==> config.mk <==
export PLATFORM = sky130hd
export DESIGN_NAME = aux_host_regs
export DESIGN_NICKNAME = d
export VERILOG_FILES = /design/src/rtl/aux_host_regs.sv
export SDC_FILE = /design/constraint.sdc
export NUM_CORES = 1
export LEC_CHECK = 0
export CAP_MARGIN = 20
export CORE_MARGIN = 2
export CORE_UTILIZATION = 35
export DETAILED_ROUTE_END_ITERATION = 7
export DONT_BUFFER_PORTS = 1
export GPL_ROUTABILITY_DRIVEN = 0
export MAX_ROUTING_LAYER = met4
export SLEW_MARGIN = 15
export SYNTH_ARGS = -nofsm -noshare
export SYNTH_HDL_FRONTEND = slang
export SYNTH_SLANG_ARGS = --single-unit
==> constraint.sdc <==
create_clock -name clk -period 4.3 [get_ports clk]
set_input_delay 0.215 -clock clk [delete_from_list [all_inputs] [get_ports clk]]
set_output_delay 0.215 -clock clk [all_outputs]
set_load 0.02 [all_outputs]
==> src/rtl/aux_host_regs.sv <==
module aux_host_regs #(
  parameter int ADDR_W     = 6,
  parameter int AUX_ADDR_W = 20,
  parameter int TMO_W      = 16,
  parameter int TMO_DEF    = 64,
  parameter int BUF_WORDS  = 4,
  localparam int LEN_W     = $clog2(BUF_WORDS * 4),
  localparam int CNT_W     = LEN_W + 1,
  localparam int DW        = BUF_WORDS * 32
) (
  input  logic                  clk,
  input  logic                  rst_n,
  input  logic                  bus_wr,
  input  logic [ADDR_W-1:0]     bus_addr,
  input  logic [31:0]           bus_wdata,
  output logic [31:0]           bus_rdata,
  output logic                  irq,
  output logic                  eng_req,
  output logic [3:0]            eng_cmd,
  output logic [CNT_W-1:0]      eng_len,
  output logic [AUX_ADDR_W-1:0] eng_addr,
  output logic [DW-1:0]         eng_txdata,
  input  logic                  eng_rsp,
  input  logic [3:0]            eng_rsp_type,
  input  logic [CNT_W-1:0]      eng_rsp_count,
  input  logic                  eng_rsp_rxerr,
  input  logic                  eng_rsp_sinkerr,
  input  logic                  eng_rsp_nostop,
  input  logic [DW-1:0]         eng_rxdata,
  input  logic                  hpd_in,
  input  logic                  sink_irq
);
  localparam int IDX_W  = ADDR_W - 2;
  localparam int I_ADDR = 0;
  localparam int I_CTRL = 1;
  localparam int I_STAT = 2;
  localparam int I_IEN  = 3;
  localparam int I_IST  = 4;
  localparam int I_TMO  = 5;
  localparam int I_TX   = 8;
  localparam int I_RX   = I_TX + BUF_WORDS;

  logic [IDX_W-1:0]      idx;
  logic [AUX_ADDR_W-1:0] addr_q;
  logic [LEN_W-1:0]      len_q;
  logic                  ao_q, busy_q, req_q;
  logic [3:0]            cmd_q;
  logic [TMO_W-1:0]      cnt_q, tmo_q;
  logic [DW-1:0]         tx_q, rx_q;
  logic [CNT_W-1:0]      rcnt_q;
  logic [3:0]            rtype_q, err_q, ien_q, ist_q;
  logic                  h1_q, h2_q, hd_q;
  logic                  wr_ctrl, wr_stat, wr_ist, start, fin_rsp, fin_tmo;
  logic [3:0]            err_set, err_clr, ev, ist_clr;
  logic                  cmd_ok;
  wire                   unused_lsb = &{1'b0, bus_addr[1:0]};

  assign idx     = bus_addr[ADDR_W-1:2];
  assign wr_ctrl = bus_wr && idx == IDX_W'(I_CTRL);
  assign wr_stat = bus_wr && idx == IDX_W'(I_STAT);
  assign wr_ist  = bus_wr && idx == IDX_W'(I_IST);

  always_comb begin
    case (bus_wdata[15:12])
      4'd0, 4'd1, 4'd2, 4'd4, 4'd5, 4'd6, 4'd8, 4'd9: cmd_ok = 1'b1;
      default:                                         cmd_ok = 1'b0;
    endcase
  end

  assign start   = wr_ctrl && !busy_q && bus_wdata[16] && cmd_ok;
  assign fin_rsp = busy_q && eng_rsp;
  assign fin_tmo = busy_q && !eng_rsp && (cnt_q == tmo_q - TMO_W'(1));
  assign err_set = {fin_rsp & eng_rsp_nostop, fin_rsp & eng_rsp_sinkerr,
                    fin_rsp & eng_rsp_rxerr, fin_tmo};
  assign err_clr = wr_stat ? bus_wdata[11:8] : 4'd0;
  assign ev      = {h2_q & ~hd_q, ~h2_q & hd_q, sink_irq, fin_rsp | fin_tmo};
  assign ist_clr = wr_ist ? bus_wdata[3:0] : 4'd0;

  always_ff @(posedge clk) begin
    if (!rst_n) begin
      addr_q  <= '0;
      len_q   <= '0;
      ao_q    <= 1'b0;
      cmd_q   <= '0;
      busy_q  <= 1'b0;
      req_q   <= 1'b0;
      cnt_q   <= '0;
      tmo_q   <= TMO_W'(TMO_DEF);
      tx_q    <= '0;
      rx_q    <= '0;
      rcnt_q  <= '0;
      rtype_q <= '0;
      err_q   <= '0;
      ien_q   <= '0;
      ist_q   <= '0;
      h1_q    <= 1'b0;
      h2_q    <= 1'b0;
      hd_q    <= 1'b0;
    end else begin
      req_q <= start;
      if (bus_wr && idx == IDX_W'(I_ADDR)) addr_q <= bus_wdata[AUX_ADDR_W-1:0];
      if (bus_wr && idx == IDX_W'(I_TMO))  tmo_q  <= bus_wdata[TMO_W-1:0];
      if (bus_wr && idx == IDX_W'(I_IEN))  ien_q  <= bus_wdata[3:0];
      if (wr_ctrl && !busy_q) begin
        len_q <= bus_wdata[LEN_W-1:0];
        ao_q  <= bus_wdata[8];
        cmd_q <= bus_wdata[15:12];
      end
      for (int w = 0; w < BUF_WORDS; w++)
        if (bus_wr && idx == IDX_W'(I_TX + w)) tx_q[w*32 +: 32] <= bus_wdata;
      if (start) begin
        busy_q <= 1'b1;
        cnt_q  <= '0;
      end else if (fin_rsp || fin_tmo) begin
        busy_q <= 1'b0;
      end else if (busy_q) begin
        cnt_q <= cnt_q + TMO_W'(1);
      end
      if (fin_rsp) begin
        rx_q    <= eng_rxdata;
        rcnt_q  <= eng_rsp_count;
        rtype_q <= eng_rsp_type;
      end
      err_q <= (err_q & ~err_clr) | err_set;
      ist_q <= (ist_q & ~ist_clr) | ev;
      h1_q  <= hpd_in;
      h2_q  <= h1_q;
      hd_q  <= h2_q;
    end
  end

  assign eng_req    = req_q;
  assign eng_cmd    = cmd_q;
  assign eng_addr   = addr_q;
  assign eng_txdata = tx_q;
  assign eng_len    = (ao_q && !cmd_q[3]) ? '0 : CNT_W'(len_q) + CNT_W'(1);
  assign irq        = |(ist_q & ien_q);

  always_comb begin
    bus_rdata = '0;
    case (idx)
      IDX_W'(I_ADDR): bus_rdata[AUX_ADDR_W-1:0] = addr_q;
      IDX_W'(I_CTRL): begin
        bus_rdata[LEN_W-1:0] = len_q;
        bus_rdata[8]         = ao_q;
        bus_rdata[15:12]     = cmd_q;
        bus_rdata[16]        = busy_q;
      end
      IDX_W'(I_STAT): begin
        bus_rdata[CNT_W-1:0] = rcnt_q;
        bus_rdata[11:8]      = err_q;
        bus_rdata[19:16]     = rtype_q;
        bus_rdata[28]        = h2_q;
      end
      IDX_W'(I_IEN):  bus_rdata[3:0] = ien_q;
      IDX_W'(I_IST):  bus_rdata[3:0] = ist_q;
      IDX_W'(I_TMO):  bus_rdata[TMO_W-1:0] = tmo_q;
      default: ;
    endcase
    for (int w = 0; w < BUF_WORDS; w++) begin
      if (idx == IDX_W'(I_TX + w)) bus_rdata = tx_q[w*32 +: 32];
      if (idx == IDX_W'(I_RX + w)) bus_rdata = rx_q[w*32 +: 32];
    end
  end
endmodule

# After elaboration in Yosys (flattened, before gate mapping)
# Memories as Yosys holds them, arrays and structs flattened.
# Index checks and enable logic that the tools add are counted.
[totals]
reg_bits = 343
rom_bits = 16
inputBits = 184
out_inout_bits = 191
word_cells = 104
n_memories = 1
[mem_list]
columns = ["name", "words", "word_bits", "read_ports", "rd_ports_with_merged_regs", "wr", "line", "source"]
rows = [
  ["(name not given)", 16, 1, 1, 0, 0, "64", "case (bus_wdata[15:12])"],
]
[op_classes]
n_addsub = 3
n_eq_ne = 14
n_mux = 22
bitwise_logic = 17
reduce_logical = 26
[op_table]
columns = ["operator", "n"]
rows = [
  ["two-way mux 32 bit", 8],
  ["equality test 4 bit (second input constant)", 8],
  ["case mux 4 bit (6 select lines)", 1],
  ["logical AND 1 bit", 17],
  ["adder 16 x 1 -> 16 bit (second input constant)", 1],
  ["equality test 16 bit", 1],
  ["subtractor 16 x 1 -> 16 bit (second input constant)", 1],
  ["AND 4 bit", 3],
  ["case mux 3 bit (2 select lines)", 2],
  ["case mux 4 bit (3 select lines)", 1],
  ["case mux 3 bit (3 select lines)", 1],
  ["equality test 4 x 2 -> 1 bit (second input constant)", 2],
  ["equality test 4 x 3 -> 1 bit (second input constant)", 2],
  ["two-way mux 4 bit", 2],
  ["inverter 4 bit", 2],
  ["bitwise OR 4 bit", 2],
  ["case mux 1 bit (3 select lines)", 2],
  ["adder 4 x 1 -> 5 bit (second input constant)", 1],
  ["AND 1 bit", 5],
  ["two-way mux 5 bit", 1],
  ["equality test 4 x 1 -> 1 bit (second input constant)", 1],
  ["zero test 4 bit", 1],
  ["inverter 1 bit", 4],
  ["case mux 1 bit (4 select lines)", 1],
  ["8 further kinds", 12],
]

# Depth between registers and ports, before layout
# Gate-level depths: netlist of the first run.
[depth]
word_depth = 10
depth_mapped = 12

# Worst setup path after synthesis of the first run
# No wires, ideal clock.
[synth_path]
path_kind = "flip-flop to flip-flop"
startpoint = "register tmo_q[0]"
endpoint = "register cnt_q[2]"
setup_ps = 122
arrival_ps = 2976
required_ps = 4178
setup_slack_ps = 1202
stages_incl_launch_ff = 13
path_buffers = 2
period_less_slack_ps = 3098
cell_sequence = "dfxtp_1 -> inv_1 -> ha_1 -> buf_4 -> or4b_4 -> and4bb_2 -> mux2_2 -> mux2i_1 -> a21oi_1 -> nor4b_4 -> buf_6 -> nor3_1 -> a311o_1"
[synth_between]
elab_chain_len = 6
[synth_rtl]
columns = ["item", "line", "source"]
rows = [
  ["start: declaration", "48", "logic [TMO_W-1:0] cnt_q, tmo_q;"],
  ["start signal: assignment", "88", "tmo_q <= TMO_W'(TMO_DEF);"],
  ["start signal: assignment", "102", "if (bus_wr && idx == IDX_W'(I_TMO)) tmo_q <= bus_wdata[TMO_W-1:0];"],
  ["subtractor 16 x 1 -> 16 bit", "72", "assign fin_tmo = busy_q && !eng_rsp && (cnt_q == tmo_q - TMO_W'(1));"],
  ["equality test 16 bit", "72", ""],
  ["logical AND 1 bit", "72", ""],
  ["logical OR 1 bit", "114", "end else if (fin_rsp || fin_tmo) begin"],
  ["inverter 1 bit (no source line)", "--", ""],
  ["AND reduction 2 bit (no source line)", "--", ""],
  ["end signal: assignment", "117", "cnt_q <= cnt_q + TMO_W'(1);"],
  ["end: declaration", "48", ""],
]
# No other way between the ends.
# A chain may end at the register's enable or synchronous reset.

# Worst setup path in the final report of the first run
# Same ends and word-level chain as after synthesis.

==> metrics.yaml, run 1 <==
clock_tree:
  post_cts_resized: 0
  cts-htree-levels: 2
  clock_latency_ns: 0.57
  cts_sinks: 343
  clk_path_buf_depth: 3
  clkSlewWorstSetupHoldPaths_ns: 0.06
  root_buffer: "clkbuf_16"
  cts_tree: "done"
  cts_made_buffers: 39
sta:
  rsz0062_at_grt: "false"
  tightest_slew_ns: 1.16
  hold_viol: 0
  clock_skew_ns: 0.0270
  setup_violations: 0
  period_needed_ns: 3.48
  slew_headroom: 0.229
  timing.fmax_mhz: 288
  setup_tns_ns: 0
  post-route-period-util: 0.808
  setup_ws_ns: 0.824
  slew_violations: 0
grt:
  antenna_found_initial: 5
  grt_max_degree: 173
  grt_overflow_total: 0
  grtUsageTotal: 0.294
  grt_pass1_vias: 14300
  grt_pass1_wl_um: 93700
synthesis:
  synth.net_count: 2143
  yosysSeqAreaShare: 0.468
  synthArstFlopShare: 0
  synthSimpleGateAreaFrac: 0.240
  synth_xor_xnor_area_share: 0.0125
  synth_area_leaders: "dfxtp_1 (47%), nand2_1 (17%), a21oi_1 (12%)"
  synth_seq_cells: 343
  synth_top_family_by_area: "simple AND/OR/NAND/NOR gates"
  synth_top_area_share: 0.468
  synth_largest_area_cell: "dfxtp_1"
  synthAdderAreaFrac: 0.00256
  avgSynthCellArea_um2: 7.51
  ys_warn_count: 0
  synth_compound_area_frac: 0.214
  synth_mux_area_frac: 0.0181
  syn_area_um2: 14700
  synth_edf_count: 0
  postSynthCellCount: 1956
  synth_cell_types: 56
  ys.flop_type: "dfxtp_1"
job:
  maxCapViolCount: 0
pwr:
  clockPowerShare: 0.465
  power.combinational.fraction: 0.066
  switchingPower_w: 0.00170
  pwr_density_cell_nw_per_um2: 385
  vdd_ir_drop_max_mv: 0.294
  finalPower_w: 0.00694
  power.leakage_nw: 6.12
  power.internal_w: 0.00525
  p_seq_frac: 0.469
  swShare: 0.244
worst_setup_path:
  cp.required_ns: 4.76
  endpoint_kind: "flip-flop"
  r2r_slack_ns: 0.82
  r2r_end: "cnt_q[2]$_SDFFE_PP0P_"
  cp_max_fo: 9
  cp.arrival_ns: 3.93
  r2r-start: "tmo_q[0]$_SDFFE_PN0P_"
  start_kind: "flip-flop"
  crit_type: "reg2reg"
  ff2ff_path_depth: 11
hold_path:
  min_from: "rst_n"
  hold_depth: 2
  holdPathEnd: "busy_q$_SDFFE_PN0P_"
  hp-class: "in2reg"
floorplanning:
  die_area_um2: 43600
  core_um2: 41700
  initial_core_util: 0.352
  num_rows: 75
  ios: 375
  die_width_um: 209
  chipHeight_um: 209
detailed_routing:
  wirelength_um: 64500
  ant_nets: 0
  via_per_inst: 5.81
  drc_errors: 0
  first_pass_iters: 8
  post_drt_wl_per_cell_um: 24.7
  vias: 15200
  drt_iter0_drc: 1783
placed_design:
  port_buffers: 0
  place_area_um2: 15000
  pre_cts_slack_ns: 0.857
  hpwl_um: 43700
layout:
  stdcell_area_um2: 18100
  drive_gt1_frac: 0.0545
  num-nets-final: 2235
  syn_to_final_growth_pct: 23.0
run_status:
  status: "finished, final reports clean"
==> per-layer routing <==
metal  up-vias  global-route usage  part of all wire
li1       6879                   -                 -
met1      7236               0.384              0.42
met5         -                   -                 0
met2       922               0.437              0.44
met4         0               0.113             0.036
met3       153              0.0735              0.11
==> logic make-up (layout without fill, tap and decap cells) <==
family | count (synthesis) | count (layout)
buffers and inverters | 171 | 288
DFF | 343 | 343
adders and majority gates | 3 | 3
AOI/OAI and AO/OA | 532 | 532
and+or+nand+nor | 860 | 860
xor gates and xnor gates | 21 | 21
muxes | 26 | 26
other | 0 | 3
==> layout make-up <==
class | instances | area, µm²
repair buffers | 212 | 2060
well taps | 539 | 674
diodes | 3 | 7.51
multi-input cells | 1442 | 7200
clock buffers | 58 | 1130
fillers | 4158 | 23600
clock inverters | 8 | 82.6
inverters | 10 | 45.0
flip-flops and latches | 343 | 6870
==> worst max-delay path, stage by stage, from the launching register on <==
cell      delay, ns
dfxtp_1        0.38
inv_1          0.09
ha_1           0.33
or4b_4         0.53
and4bb_2       0.36
mux2_2         0.34
mux2i_1        0.12
a21oi_1        0.14
nor4b_4        0.43
buf_4          0.23
nor3_1         0.06
a311o_1        0.33
==> power by group through the flow <==
stage	Clock (W)	Sequential, W	Combinational (W)
after floorplan	0	0.00331	0.000199
after global placement	0	0.00333	0.000259
after detailed placement	0	0.00333	0.000263
after CTS	0.00327	0.00326	0.000446
after global routing	0.00339	0.00326	0.000480
final	0.00323	0.00326	0.000456
==> Yosys cell counts, types with 5 or more instances <==
library cell and instances:
a21oi_1 342, nand4_1 14, o21ai_0 38, mux2i_1 22, nor4_1 5, or3_1 6
and3_1 9, a221oi_1 8, nor2b_1 7, xnor2_1 12, dfxtp_1 343, or4_1 6
nor2_1 64, clkbuf_1 150, o211ai_1 5, a31oi_1 11, o31ai_1 6, nand2_1 672
nor3_1 12, nand2b_1 7, nand3_1 39, a22oi_1 70, a22o_1 6, and2_1 8
xor2_1 9, a222oi_1 23, inv_1 9
==> worst max-delay path by stage <==
| stage | startpoint | end | slack [ns] | cells past startpoint |
|---|---|---|---|---|
| global placement | tmo_q[0]$_SDFFE_PN0P_ | cnt_q[9]$_SDFFE_PP0P_ | 0.93 | 12 |
| detailed placement | tmo_q[0]$_SDFFE_PN0P_ | cnt_q[2]$_SDFFE_PP0P_ | 0.86 | 11 |
| finish | tmo_q[0]$_SDFFE_PN0P_ | cnt_q[2]$_SDFFE_PP0P_ | 0.82 | 11 |
| global route | tmo_q[0]$_SDFFE_PN0P_ | cnt_q[4]$_SDFFE_PP0P_ | 0.63 | 12 |
| floorplan | tmo_q[0]$_SDFFE_PN0P_ | cnt_q[2]$_SDFFE_PP0P_ | 1.20 | 12 |
| CTS | tmo_q[0]$_SDFFE_PN0P_ | cnt_q[2]$_SDFFE_PP0P_ | 0.86 | 11 |
==> state kept, by name, summed over array words and instances (netlist names) <==
register and count:
ao_q 1, busy_q 1, cnt_q 16, eng_addr 20, eng_cmd 4, eng_req 1, eng_txdata 128, err_q 4
h1_q 1, h2_q 1, hd_q 1, ien_q 4, ist_q 4, len_q 4, rcnt_q 5, rtype_q 4
rx_q 128, tmo_q 16
==> per-stage QoR <==
| stage | utilization | hold slack (ns) | instances |
|---|---|---|---|
| floorplan | - | 0.287 | 1956 |
| global placement | 0.361 | 0.292 | 2367 |
| detailed placement | 0.361 | 0.295 | 2367 |
| CTS | 0.433 | 0.00144 | 2611 |
| global route | 0.433 | 0.0294 | 2615 |
| finish | 0.433 | 0.00370 | 2615 |
==> what timing repair did <==
item | 4_1_cts | 5_1_grt
hold buffers | 178 | 0
setup buffers | 0 | 0
endpoints found under the hold margin | 328 | 0
==> cells in the final DEF (no fill, tap or decap), types with 7 or more instances in the layout <==
master	Yosys	layout
nand2_1	672	670
dfxtp_1	343	343
a21oi_1	342	342
dlygate4sd3_1	0	178
a22oi_1	70	70
nor2_1	64	59
clkbuf_16	0	40
nand3_1	39	39
o21ai_0	38	38
buf_4	2	32
a222oi_1	23	23
mux2i_1	22	22
nand4_1	14	14
xnor2_1	12	12
clkbuf_1	150	12
a31oi_1	11	11
inv_1	9	9
xor2_1	9	9
and3_1	9	9
a221oi_1	8	8
nor3_1	12	8
nand2b_1	7	7
nor2b_1	7	7
and2_1	8	7
Power figures use the tool's default switching activity.
==> inputs of run 2 (changes only) <==
clock period = 3.5 ns   (was 4.3 ns; I/O delays follow)
==> run 2 against run 1 <==
Net effect:
- maximum frequency up 11%
- largest power group is now clock
- utilization up 0.61 points
- critical endpoint is now cnt_q[8]$_SDFFE_PP0P_
- routed wire length up 0.53%
- clock skew down 0.010 ns
==> metrics.yaml, run 2 (synthesis results as in run 1) <==
grt:
  antenna_found_initial: 5  # unchanged
  grt_overflow_total: 0  # unchanged
  grtUsageTotal: 0.296  # +0.00249
  grt_pass1_vias: 14400  # +0.75%
  grt_pass1_wl_um: 94800  # +1.1%
  grt_max_degree: 117  # -32%
layout:
  layout_commonest_cell: "nand2_1"
  final_cell_mix: "nand2_1 (670), dfxtp_1 (343), a21oi_1 (342)"
  syn_to_final_growth_pct: 24.7
  final_cells: 2633  # +0.69%
  num-nets-final: 2249  # +0.63%
  drive_gt1_frac: 0.0646  # +0.0101
worst_setup_path:
  cp_max_fo: 24  # +15
  cp.required_ns: 3.97  # -0.79 ns
  start_kind: "flip-flop"
  endpoint_kind: "flip-flop"
  cp.arrival_ns: 3.60  # -0.33 ns
  crit_type: "reg2reg"
  ff2ff_path_depth: 11  # unchanged
clock_tree:
  cts-htree-levels: 2  # unchanged
  clk_path_buf_depth: 3  # unchanged
  post_cts_resized: 0  # unchanged
  root_buffer: "clkbuf_16"
  cts_made_buffers: 39  # unchanged
  postCtsSetupBuffers: 0  # unchanged
  cts_tree: "done"
  cts_sinks: 343  # unchanged
  clock_latency_ns: 0.56  # about the same
  clkSlewWorstSetupHoldPaths_ns: 0.06  # about the same
  postCtsHoldBufs: 178  # unchanged
floorplanning:
  die_width_um: 209  # unchanged
  ios: 375  # unchanged
  num_rows: 75  # unchanged
  initial_core_util: 0.352  # unchanged
  core_um2: 41700  # unchanged
  die_area_um2: 43600  # unchanged
  chipHeight_um: 209  # unchanged
detailed_routing:
  wl_met1_um: 26800  # -0.98%
  route.met3.wl_um: 7560  # +6.9%
  via_per_inst: 5.78  # -0.52%
  ant_nets: 0  # unchanged
  routed-wl-met2_um: 27900  # -0.62%
  dr.max_layer_used: "met4"
  post_drt_wl_per_cell_um: 24.6  # -0.16%
  vias: 15200  # +0.16%
  drc_errors: 0  # unchanged
  first_pass_iters: 6  # -2
  drt_iter0_drc: 1826  # +2.4%
  wirelength_um: 64800  # +0.53%
sta:
  setup_ws_ns: 0.376  # -0.448 ns
  tightest_slew_ns: 1.18  # +0.0214 ns
  clock_skew_ns: 0.0169  # -0.0101 ns
  post-route-period-util: 0.893  # +0.0842
  timing.fmax_mhz: 320  # +11%
  period_needed_ns: 3.12  # -0.352 ns
  slew_violations: 0  # unchanged
  rsz0062_at_grt: "false"
  hold_viol: 0  # unchanged
  setup_violations: 0  # unchanged
  slew_headroom: 0.215  # -0.0142
  setup_tns_ns: 0  # unchanged
hold_path:
  hold_depth: 2  # unchanged
  hp-class: "in2reg"
pwr:
  vdd_ir_drop_max_mv: 0.321  # +9.2%
  power.leakage_nw: 6.26  # +2.4%
  pwr_density_cell_nw_per_um2: 481  # +25%
job:
  maxCapViolCount: 0  # unchanged
placed_design:
  dp_cells: 2381  # +0.59%
  port_buffers: 0  # unchanged
  hpwl_um: 44300  # +1.2%
  pre_cts_slack_ns: 0.424  # -0.433 ns
run_status:
  status: "finished, final reports clean"
[run 2: stage by stage]
step,total power (W),hold slack (ns),utilization,cell area [µm²]
2_1_floorplan,0.00431,0.247,-,14700
3_3_place_gp,0.00441,0.252,0.365,15200
3_5_place_dp,0.00442,0.254,0.365,15200
4_1_cts,0.00884,0.00116,0.439,18300
5_1_grt,0.00904,0.0377,0.439,18300
6_report,0.00881,0.0102,0.440,18300
[run 2: path summary, 6_finish.rpt]
| kind | from | to | slack (ns) |
|---|---|---|---|
| min | rst_n | ao_q$_SDFFE_PN0P_ | 0.01 |
| max | tmo_q[1]$_SDFFE_PN0P_ | cnt_q[8]$_SDFFE_PP0P_ | 0.38 |
| min reg2reg | h1_q$_SDFF_PN0_ | h2_q$_SDFF_PN0_ | 0.43 |
| max reg2reg | tmo_q[1]$_SDFFE_PN0P_ | cnt_q[8]$_SDFFE_PP0P_ | 0.38 |
[run 2: layer usage]
metal | global-route usage | up-vias
met5 | - | -
met4 | 0.116 | 0
met3 | 0.0851 | 164
met2 | 0.431 | 941
met1 | 0.387 | 7185
li1 | - | 6925
[run 2: critical path, stage by stage, from the launching register on]
cell,delay (ns)
dfxtp_1,0.36
inv_1,0.08
ha_1,0.15
or4b_4,0.49
and4bb_2,0.37
mux2_2,0.34
mux2i_1,0.13
a21oi_1,0.15
nor4b_4,0.38
buf_4,0.29
o21ai_0,0.14
a21oi_1,0.14
[run 2: layout make-up]
class | instances | area, µm²
antenna | 5 | 12.5
clock buffer | 60 | 1220
clock inverter | 8 | 109
fill | 4128 | 23400
inverter | 10 | 45.0
multi-input combinational | 1442 | 7200
sequential | 343 | 6870
tap | 539 | 674
timing repair buffer | 226 | 2190
[run 2: power by group]
group / switching (W) / internal (W)
Combinational: 0.000350 / 0.000218
Sequential: 0.0000664 / 0.00394
Clock: 0.00170 / 0.00254
